<file path="src/rtl/exc_capture_pkg.sv">
package exc_capture_pkg;
  parameter int unsigned WORD_W = 32;
  localparam int unsigned INSN_BYTES = 4;

  typedef logic [WORD_W-1:0] word_t;

  typedef enum logic [1:0] {
    PCS_SEQ    = 2'b00,
    PCS_BRANCH = 2'b01,
    PCS_JUMP   = 2'b10,
    PCS_TRAP   = 2'b11
  } pc_src_e;

  typedef enum logic {
    CAUSE_UNDEF = 1'b0,
    CAUSE_OVF   = 1'b1
  } cause_e;

  // address of the instruction that was fetched before the counter advanced
  function automatic word_t rewind_pc(input word_t advanced);
    return advanced - word_t'(INSN_BYTES);
  endfunction

  function automatic word_t cause_word(input cause_e c);
    return (c == CAUSE_OVF) ? word_t'(1) : word_t'(0);
  endfunction
endpackage

</file>
<file path="src/rtl/exc_epc_reg.sv">
module exc_epc_reg
  import exc_capture_pkg::*;
(
  input  logic  clk,
  input  logic  rst_n,
  input  logic  wr,
  input  word_t pc_adv,
  output word_t epc
);
  word_t save_addr;
  assign save_addr = rewind_pc(pc_adv);

  always_ff @(posedge clk) begin
    if (!rst_n)  epc <= '0;
    else if (wr) epc <= save_addr;
  end

  assert_epc_load_R2: assert property (@(posedge clk) disable iff (!rst_n)
    wr |=> epc == $past(pc_adv) - word_t'(INSN_BYTES));
  assert_epc_hold_R3: assert property (@(posedge clk) disable iff (!rst_n)
    !wr |=> $stable(epc));
endmodule

</file>
<file path="src/rtl/exc_cause_reg.sv">
module exc_cause_reg
  import exc_capture_pkg::*;
(
  input  logic  clk,
  input  logic  rst_n,
  input  logic  wr,
  input  logic  sel,
  output word_t cause
);
  word_t code;
  assign code = cause_word(cause_e'(sel));

  always_ff @(posedge clk) begin
    if (!rst_n)  cause <= '0;
    else if (wr) cause <= code;
  end

  assert_cause_load_R4: assert property (@(posedge clk) disable iff (!rst_n)
    wr |=> cause == {{(WORD_W-1){1'b0}}, $past(sel)});
  assert_cause_hold_R5: assert property (@(posedge clk) disable iff (!rst_n)
    !wr |=> $stable(cause));
  assert_cause_range_R4: assert property (@(posedge clk) disable iff (!rst_n)
    cause[WORD_W-1:1] == '0);
endmodule

</file>
<file path="src/rtl/exc_pc_mux.sv">
module exc_pc_mux
  import exc_capture_pkg::*;
#(
  parameter word_t HANDLER_ADDR = 32'h8000_0180
) (
  input  logic [1:0] sel,
  input  word_t      seq_pc,
  input  word_t      branch_pc,
  input  word_t      jump_pc,
  output word_t      next_pc
);
  localparam int unsigned NLEGS = 4;
  word_t legs [NLEGS];

  assign legs[PCS_SEQ]    = seq_pc;
  assign legs[PCS_BRANCH] = branch_pc;
  assign legs[PCS_JUMP]   = jump_pc;
  assign legs[PCS_TRAP]   = HANDLER_ADDR;

  assign next_pc = legs[sel];
endmodule

</file>
<file path="src/rtl/exc_capture.sv">
module exc_capture
  import exc_capture_pkg::*;
#(
  parameter logic [31:0] HANDLER_ADDR = 32'h8000_0180
) (
  input  logic        clk,
  input  logic        rst_n,
  input  logic        epc_wr,
  input  logic        cause_wr,
  input  logic        int_cause,
  input  logic [31:0] pc_plus4,
  input  logic        alu_ovf,
  input  logic        rtype_exec,
  input  logic [1:0]  pc_sel,
  input  logic [31:0] alu_result,
  input  logic [31:0] alu_hold,
  input  logic [31:0] jump_tgt,
  output logic [31:0] pc_next,
  output logic [31:0] epc_q,
  output logic [31:0] cause_q,
  output logic        trap_ovf
);
  // named event: both capture registers written on one edge
  logic joint_capture;
  assign joint_capture = epc_wr & cause_wr;

  assign trap_ovf = rtype_exec & alu_ovf;

  exc_epc_reg u_epc (
    .clk(clk), .rst_n(rst_n), .wr(epc_wr), .pc_adv(pc_plus4), .epc(epc_q)
  );

  exc_cause_reg u_cause (
    .clk(clk), .rst_n(rst_n), .wr(cause_wr), .sel(int_cause), .cause(cause_q)
  );

  exc_pc_mux #(.HANDLER_ADDR(HANDLER_ADDR)) u_mux (
    .sel(pc_sel), .seq_pc(alu_result), .branch_pc(alu_hold),
    .jump_pc(jump_tgt), .next_pc(pc_next)
  );

  assert_handler_R6: assert property (@(posedge clk) disable iff (!rst_n)
    pc_sel == 2'b11 |-> pc_next == HANDLER_ADDR);
  assert_seq_leg_R7: assert property (@(posedge clk) disable iff (!rst_n)
    pc_sel == 2'b00 |-> pc_next == alu_result);
  assert_trap_needs_exec_R8: assert property (@(posedge clk) disable iff (!rst_n)
    trap_ovf |-> (alu_ovf && rtype_exec));
  assert_joint_capture_R9: assert property (@(posedge clk) disable iff (!rst_n)
    joint_capture |=> (epc_q == $past(pc_plus4) - 32'd4) &&
                      (cause_q == {31'b0, $past(int_cause)}));
  assert_reset_clear_R1: assert property (@(posedge clk)
    !rst_n |=> (epc_q == '0) && (cause_q == '0));
endmodule

</file>
<file path="config.mk">
export PLATFORM = sky130hd
export DESIGN_NAME = exc_capture
export DESIGN_NICKNAME = d
export VERILOG_FILES = /design/src/rtl/exc_capture_pkg.sv /design/src/rtl/exc_epc_reg.sv /design/src/rtl/exc_cause_reg.sv /design/src/rtl/exc_pc_mux.sv /design/src/rtl/exc_capture.sv
export SDC_FILE = /design/constraint.sdc
export NUM_CORES = 1
export LEC_CHECK = 0
export BUFFER_PORTS_ARGS = -buffer_cell sky130_fd_sc_hd__buf_2
export CAP_MARGIN = 20
export CELL_PAD_IN_SITES_DETAIL_PLACEMENT = 0
export CELL_PAD_IN_SITES_GLOBAL_PLACEMENT = 1
export CORE_MARGIN = 3
export CORE_UTILIZATION = 26
export CTS_CLUSTER_DIAMETER = 120
export DETAILED_ROUTE_END_ITERATION = 6
export GPL_ROUTABILITY_DRIVEN = 0
export PLACE_DENSITY_LB_ADDON = 0.15
export SLEW_MARGIN = 10
export SYNTH_ARGS = -nofsm -noshare
export SYNTH_HDL_FRONTEND = slang
export SYNTH_SLANG_ARGS = --single-unit
</file>
<file path="constraint.sdc">
create_clock -name clk -period 3.8 [get_ports clk]
set_input_delay 0 -clock clk [delete_from_list [all_inputs] [get_ports clk]]
set_output_delay 0 -clock clk [all_outputs]
set_load 0.1 [all_outputs]
</file>
==> impl_results.md, run 1 <==
* Outcome: finished clean
* VDD IR-drop max at roughly 0.00022 V
* LEAKAGE at 1.809 nW
* Global-route wire length before repair at about 15 mm
* Fmax at 409.5 MHz
* Routed Antenna Nets at 0
* Startpoint Class: primary input
* Core box area at roughly 9500 um^2
* Remaining DRCs at 0
* Least-Margin Pin Slew at 0.9594 ns
* DR vias/cell at 4.717
* IO Port Bufs at ~200
* Hold Path Sink: u_epc.epc[18]
* Syn_area_per_cell at 7.647 um^2
* Final setup TNS at 0 ns
* Fraction of layout cells with a size suffix above 1 at 0.4251
* Flops & latches, synth at 33
* Area occupied by multi-input gates at roughly 1700 um^2
* Tot GR Track Use at 0.1722
* Synth cell types at 40
* CTS Buf Count at 5
* Vias at approximately 3100
* Clk sinks at 33
* Reg clk slew, reported paths at 0.07 ns
* Finished Layout Cells at ~660
* WP data arrival at roughly 2.7 ns
* H-tree depth at 2
* Max-slew headroom at 0.3604
* Grt ovf at 0
* Die width at about 110 um
* Slowest CP cell: or4_1
* Endpoints failing setup at 0
* Mapped cell area at 2600 um^2
* Maxcap violations at 0
* Share of the synthesized area in the top cell type at 0.2541
* Tcrit/Tclk final at 0.6426
* Worst path bufs/invs at 3
* Initial DRT Pass Iterations at 6
* Initial Util at 0.2749
* Die Area at ~11000 um^2
* Top FF cell, synth: dfxtp_1
* Drt initial violations at about 100
* Synth area leaders: dfxtp_1 25%, mux2i_1 12%, o21ai_0 11%
* Post-CTS setup buffers at 0
* Wire per inst at between 15 and 20 um
* Reg2reg end: u_cause.cause[0]
* R2R Setup Slk at ~2.7 ns
* Largest net degree at the start of global routing at 63
* Nets at around 670
* R2R Path Start: u_cause.cause[0]
* HP Class: in -> reg
* Initial antenna violation count at 1
* Clock buffer depth at 2
* Area growth, synth to finish at 43.84%
* Vias in the first global route at approximately 3000
* Endpoints failing hold at 0
* Post-synth top cells: 55 x o21ai_0, 34 x nand2_1, 33 x dfxtp_1
* Root Driver: clkbuf_8
* CP Max Fanout at 14
* Sequential share of the synthesized area at 0.2541
* Post-synth ARST share at 0
* Die Y at 106 um
* Reg2Reg Depth at 3
* # fillers at about 1100
* Clk_skew at 0 ns
* Pwr/cell area at between 300 and 400 nW/um^2
* Storage element area at between 600 and 700 um^2
* Top-Level Pins at 234
* EDFF count, synth at 0
* Most frequent cell after synthesis: o21ai_0
* Crit end category: flop
* Slew Limit Fails at 0
* # rows at 35
* Final WL at between 10 and 15 mm
* Number of cells on the worst hold path at 3
* Worst endpoint required time at ~4.0 ns
* Post-layout min period at ~2.4 ns
* RSZ-0062 raised after global routing: no
* Crit path largest cell delay at between 0.6 and 0.7 ns
* Worst-path cell chain: dlygate4sd3_1 -> buf_2 -> inv_1 -> ha_1 -> nor3b_2 -> nand3_1 -> or4_1 -> a31oi_1
* Delay-heaviest family, CP: simple AND/OR/NAND/NOR gates
* WS Path Type: in -> reg
* Top cell type by total area after synthesis: dfxtp_1
* CTS tree: yes
* DP HPWL at roughly 8.3 mm
* Placed Cells at approximately 650
* Synth warn at 0
* Post-Syn Instances at 340
* Hold Startpoint: pc_plus4[18]
* Worst-Skew Late Latency at ~0.28 ns
-- worst reg2reg max path, delay by kind of cell, from the launching register on --
family | cells | cell delay, ns
multiplexers | 1 | 0.11
AND/OR/NAND/NOR | 1 | 0.04
buffers and inverters | 1 | 0.56
flip-flops | 1 | 0.32
-- power by group --
group	switching, W	internal (W)
clock	0.000137	0.000126
sequential	0.0000116	0.000370
combinational	0.000668	0.000145
-- layer usage --
metal	vias up	wire length [um]	track usage
met1	1404	4023	0.1948
met2	139	5364	0.3215
li1	1575	-	-
met3	14	698	0.03643
met5	-	0	0
met4	0	224	0.05273
-- through the flow --
stage          setup WS [ns]  area [um^2]  hold slack, ns  utilization  power [W]
4_1_cts                1.366         3722        0.001024       0.3935   0.001470
3_5_place_dp           1.451         3576          0.2455       0.3780   0.001198
6_report               1.358         3740        0.002029       0.3954   0.001459
5_1_grt                1.220         3740         0.01376       0.3954   0.001525
2_1_floorplan         0.8572         2713         0.09947            -   0.001056
3_3_place_gp           1.454         3576          0.2357       0.3780   0.001197
-- sequential cells by signal (all words and copies together) (netlist names) --
name and flops:
u_epc.epc 32, u_cause.cause 1
-- layout make-up --
class                   count  area share
diodes                      1   0.0006691
clock buffers               5     0.01840
clock inverters             3    0.004684
inverters                   4    0.004015
multi-input cells         279      0.4600
flip-flops and latches     33      0.1766
well taps                 129     0.04316
repair buffers            210      0.2924
-- cell usage in the layout (no fill, tap or decap), types with 2 or more instances in the layout --
| master | n |
|---|---|
| dlygate4sd3_1 | 6 |
| nand3_1 | 5 |
| o21ai_0 | 55 |
| a31oi_1 | 13 |
| o31ai_1 | 11 |
| inv_1 | 4 |
| buf_2 | 202 |
| clkinv_2 | 2 |
| o22a_1 | 3 |
| clkbuf_8 | 5 |
| or4_4 | 2 |
| or3_1 | 9 |
| nor4_1 | 4 |
| or2_2 | 3 |
| a311oi_1 | 4 |
| or4_1 | 9 |
| conb_1 | 31 |
| a211oi_1 | 5 |
| xor2_1 | 6 |
| a21oi_1 | 7 |
| xnor2_1 | 4 |
| nor2_1 | 18 |
| nor3_1 | 4 |
| mux2_2 | 3 |
| nand4_1 | 4 |
| dfxtp_1 | 33 |
| mux2i_1 | 32 |
| nand2_1 | 34 |
-- worst max-delay path by stage --
stage / startpoint / slack [ns] / endpoint / cells past startpoint
after CTS: pc_plus4[2] / 1.37 / u_epc.epc[26] / 8
after global routing: pc_plus4[2] / 1.22 / u_epc.epc[28] / 8
after floorplan: pc_sel[1] / 0.86 / pc_next[11] / 4
after global placement: pc_sel[0] / 1.45 / pc_next[9] / 5
final: pc_plus4[2] / 1.36 / u_epc.epc[26] / 8
after detailed placement: pc_sel[0] / 1.45 / pc_next[9] / 5
-- repair_timing --
action | in CTS | in global routing
setup endpoints to repair | 0 | 0
hold buffers | 6 | 0
gates resized for setup | 0 | 0
hold endpoints to repair | 5 | 0
-- logic make-up (layout without fill, tap and decap cells) --
family | after synthesis | in the layout | share of synthesized area
AOI/OAI and AO/OA | 100 | 100 | 0.2276
xor gates and xnor gates | 10 | 10 | 0.03368
adders and majority gates | 1 | 1 | 0.004812
buffers and inverters | 58 | 222 | 0.1285
DFF | 33 | 33 | 0.2541
muxes | 35 | 35 | 0.1362
other | 1 | 32 | 0.001442
and+or+nand+nor | 102 | 102 | 0.2137
Note: power is estimated with default switching activity, not from simulation.
==> inputs of run 2 (changes only) <==
--- a/config.mk
+++ b/config.mk
@@ -10,7 +10,7 @@
 export CELL_PAD_IN_SITES_DETAIL_PLACEMENT = 0
 export CELL_PAD_IN_SITES_GLOBAL_PLACEMENT = 1
 export CORE_MARGIN = 3
-export CORE_UTILIZATION = 26
+export CORE_UTILIZATION = 24
 export CTS_CLUSTER_DIAMETER = 120
 export DETAILED_ROUTE_END_ITERATION = 6
 export GPL_ROUTABILITY_DRIVEN = 0
==> constraint.sdc (replaced) <==
create_clock -name clk -period 2.4 [get_ports clk]
set_input_delay 0 -clock clk [delete_from_list [all_inputs] [get_ports clk]]
set_output_delay 0 -clock clk [all_outputs]
set_load 0.1 [all_outputs]
==> run 2 against run 1 <==
  * Via count fell by 0.89%
  * Largest power group unchanged
  * Sequential share of layout area decreased by 0.32 points
  * Cell count increased by 1.7%
  * Global-route usage down 1.4 points
  * Total power grew 68%
  * Combinational power rose by 58%
  * Clock-buffer cell count up 2
  * First-iteration DRC count decreased by 24%
  * Critical endpoint is now u_epc.epc[30]
==> impl_results.md, run 2 (synthesis gave the netlist of run 1 again) <==
* Startpoint Class: primary input
* Finished Layout Cells at between 600 and 700
* Commonest non-fill, non-tap cells in the layout: 202 x buf_2, 34 x nand2_1, 33 x dfxtp_1
* Initial DRT Pass Iterations at 4
* Net Sw Frac at 0.5276
* Worst path bufs/invs at 3
* Largest regs: u_epc.epc x32, u_cause.cause x1
* DR vias/cell at approximately 4.6
* Least-Margin Pin Slew at roughly 0.95 ns
* Slowest CP cell: or4_1
* Initial antenna violation count at 0
* Initial Util at 0.2496
* WP data arrival at ~2.3 ns
* Maxcap violations at 0
* Delay-heaviest family, CP: simple AND/OR/NAND/NOR gates
* Clock network power share at 0.227
* Crit path largest cell delay at approximately 0.63 ns
* Commonest non-fill, non-tap cell in the layout: buf_2
* Tcrit/Tclk final at 0.8816
* Sw power at 0.001296 W
* Placed Cells at 660
* PostCTS Resize Cnt at 0
* Core box area at ~10000 um^2
* # fillers at ~1100
* Die Area at between 10000 and 15000 um^2
* Top-Level Pins at about 230
* Endpoints failing hold at 0
* Area growth, synth to finish at 46.49%
* Largest Register: u_epc.epc
* Combinational share of power at 0.526
* CTS Buf Count at 5
* Routed Antenna Nets at 0
* Crit end category: flop
* Tot GR Track Use at 0.1578
* Pwr/cell area at 645.0 nW/um^2
* Remaining DRCs at 0
* Area occupied by multi-input gates at 1720 um^2
* Drt initial violations at between 70 and 80
* HP Class: in -> reg
* Vias in the first global route at 2960
* Wire per inst at ~15 um
* Post-CTS setup buffers at 0
* Worst-Skew Late Latency at 0.28 ns
* Grt ovf at 0
* Slew Limit Fails at 0
* IO Port Bufs at between 200 and 250
* Worst endpoint required time at 2.62 ns
* VDD IR-drop max at ~0.00029 V
* # diodes at 0
* Global-route wire length before repair at 14.98 mm
* CTS tree: yes
* LEAKAGE at 1.846 nW
* Largest net degree at the start of global routing at 40
* RSZ-0062 raised after global routing: no
* Die Y at 110.1 um
* Post-layout min period at between 2 and 2.5 ns
* Fmax at 472.6 MHz
* Max-slew headroom at 0.3672
* Largest register FFs at 32
* Part of the power in registers at 0.246
* Finished Core Util at 0.3656
* Clk sinks at 33
* WS Path Type: in -> reg
* Clock buffer depth at 2
* Final setup TNS at 0 ns
* CP Max Fanout at 14
* Hold WS at ~0.0054 ns
* Worst-path cell chain: dlygate4sd3_1 -> buf_2 -> inv_1 -> ha_1 -> nor3b_2 -> nand3_1 -> or4_1 -> a31oi_1
* Outcome: finished clean
* Cts hold-fix bufs at 7
* P_int at 0.001160 W
* Storage element area at ~660 um^2
* H-tree depth at 2
* Endpoints failing setup at 0
* Vias at ~3100
* Root Driver: clkbuf_8
* Final WL at 10.06 mm
* Clk_skew at 0 ns
* Fraction of layout cells with a size suffix above 1 at 0.4267
* Nets at 676
* Die width at 110.1 um
* Reg clk slew, reported paths at 0.08 ns
* DP HPWL at slightly above 8 mm
* # rows at 37
run 2: metal layers:
metal / track usage / up-vias / wire length, um
met1: 0.1742 / 1386 / 3716
met3: 0.04077 / 8 / 825
met5: 0 / - / 0
met2: 0.3024 / 130 / 5417
met4: 0.02939 / 0 / 99
li1: - / 1580 / -
run 2: cell type report:
cell class | instances | area share
inverters | 4 | 0.003942
clock buffers | 7 | 0.02267
well taps | 136 | 0.04468
repair buffers | 215 | 0.2957
flip-flops and latches | 33 | 0.1735
multi-input cells | 279 | 0.4517
clock inverters | 1 | 0.007884
run 2: worst reg2reg max path: stages (launching register included):
cell and delay, ns:
dfxtp_1 0.31, mux2i_1 0.12, dlygate4sd3_1 0.56, nor2_1 0.04
run 2: power by group through the flow:
stage          logic (W)  clock network [W]  registers (W)
2_1_floorplan   0.000785                  0       0.000895
3_3_place_gp     0.00129                  0       0.000617
3_5_place_dp     0.00129                  0       0.000618
4_1_cts          0.00130           0.000574       0.000606
5_1_grt          0.00135           0.000593       0.000611
6_report         0.00129           0.000558       0.000605
run 2: worst paths after layout:
| path | from | end | slack (ns) | depth (start not counted) |
|---|---|---|---|---|
| setup reg to reg | u_cause.cause[0] | u_cause.cause[0] | 1.24 | 3 |
| setup / recovery | pc_plus4[2] | u_epc.epc[30] | 0.28 | 8 |
| hold reg to reg | u_epc.epc[3] | u_epc.epc[3] | 0.48 | 2 |
| hold / removal | pc_plus4[26] | u_epc.epc[26] | 0.005 | 3 |
run 2: per-stage QoR:
| step | area [um^2] | power, W | setup slack [ns] |
|---|---|---|---|
| after floorplan | 2713 | 0.001680 | 0.2064 |
| after global placement | 3622 | 0.001905 | 0.5187 |
| final | 3809 | 0.002457 | 0.2842 |
| after CTS | 3809 | 0.002479 | 0.2760 |
| after global routing | 3809 | 0.002555 | 0.1510 |
| after detailed placement | 3622 | 0.001905 | 0.4501 |
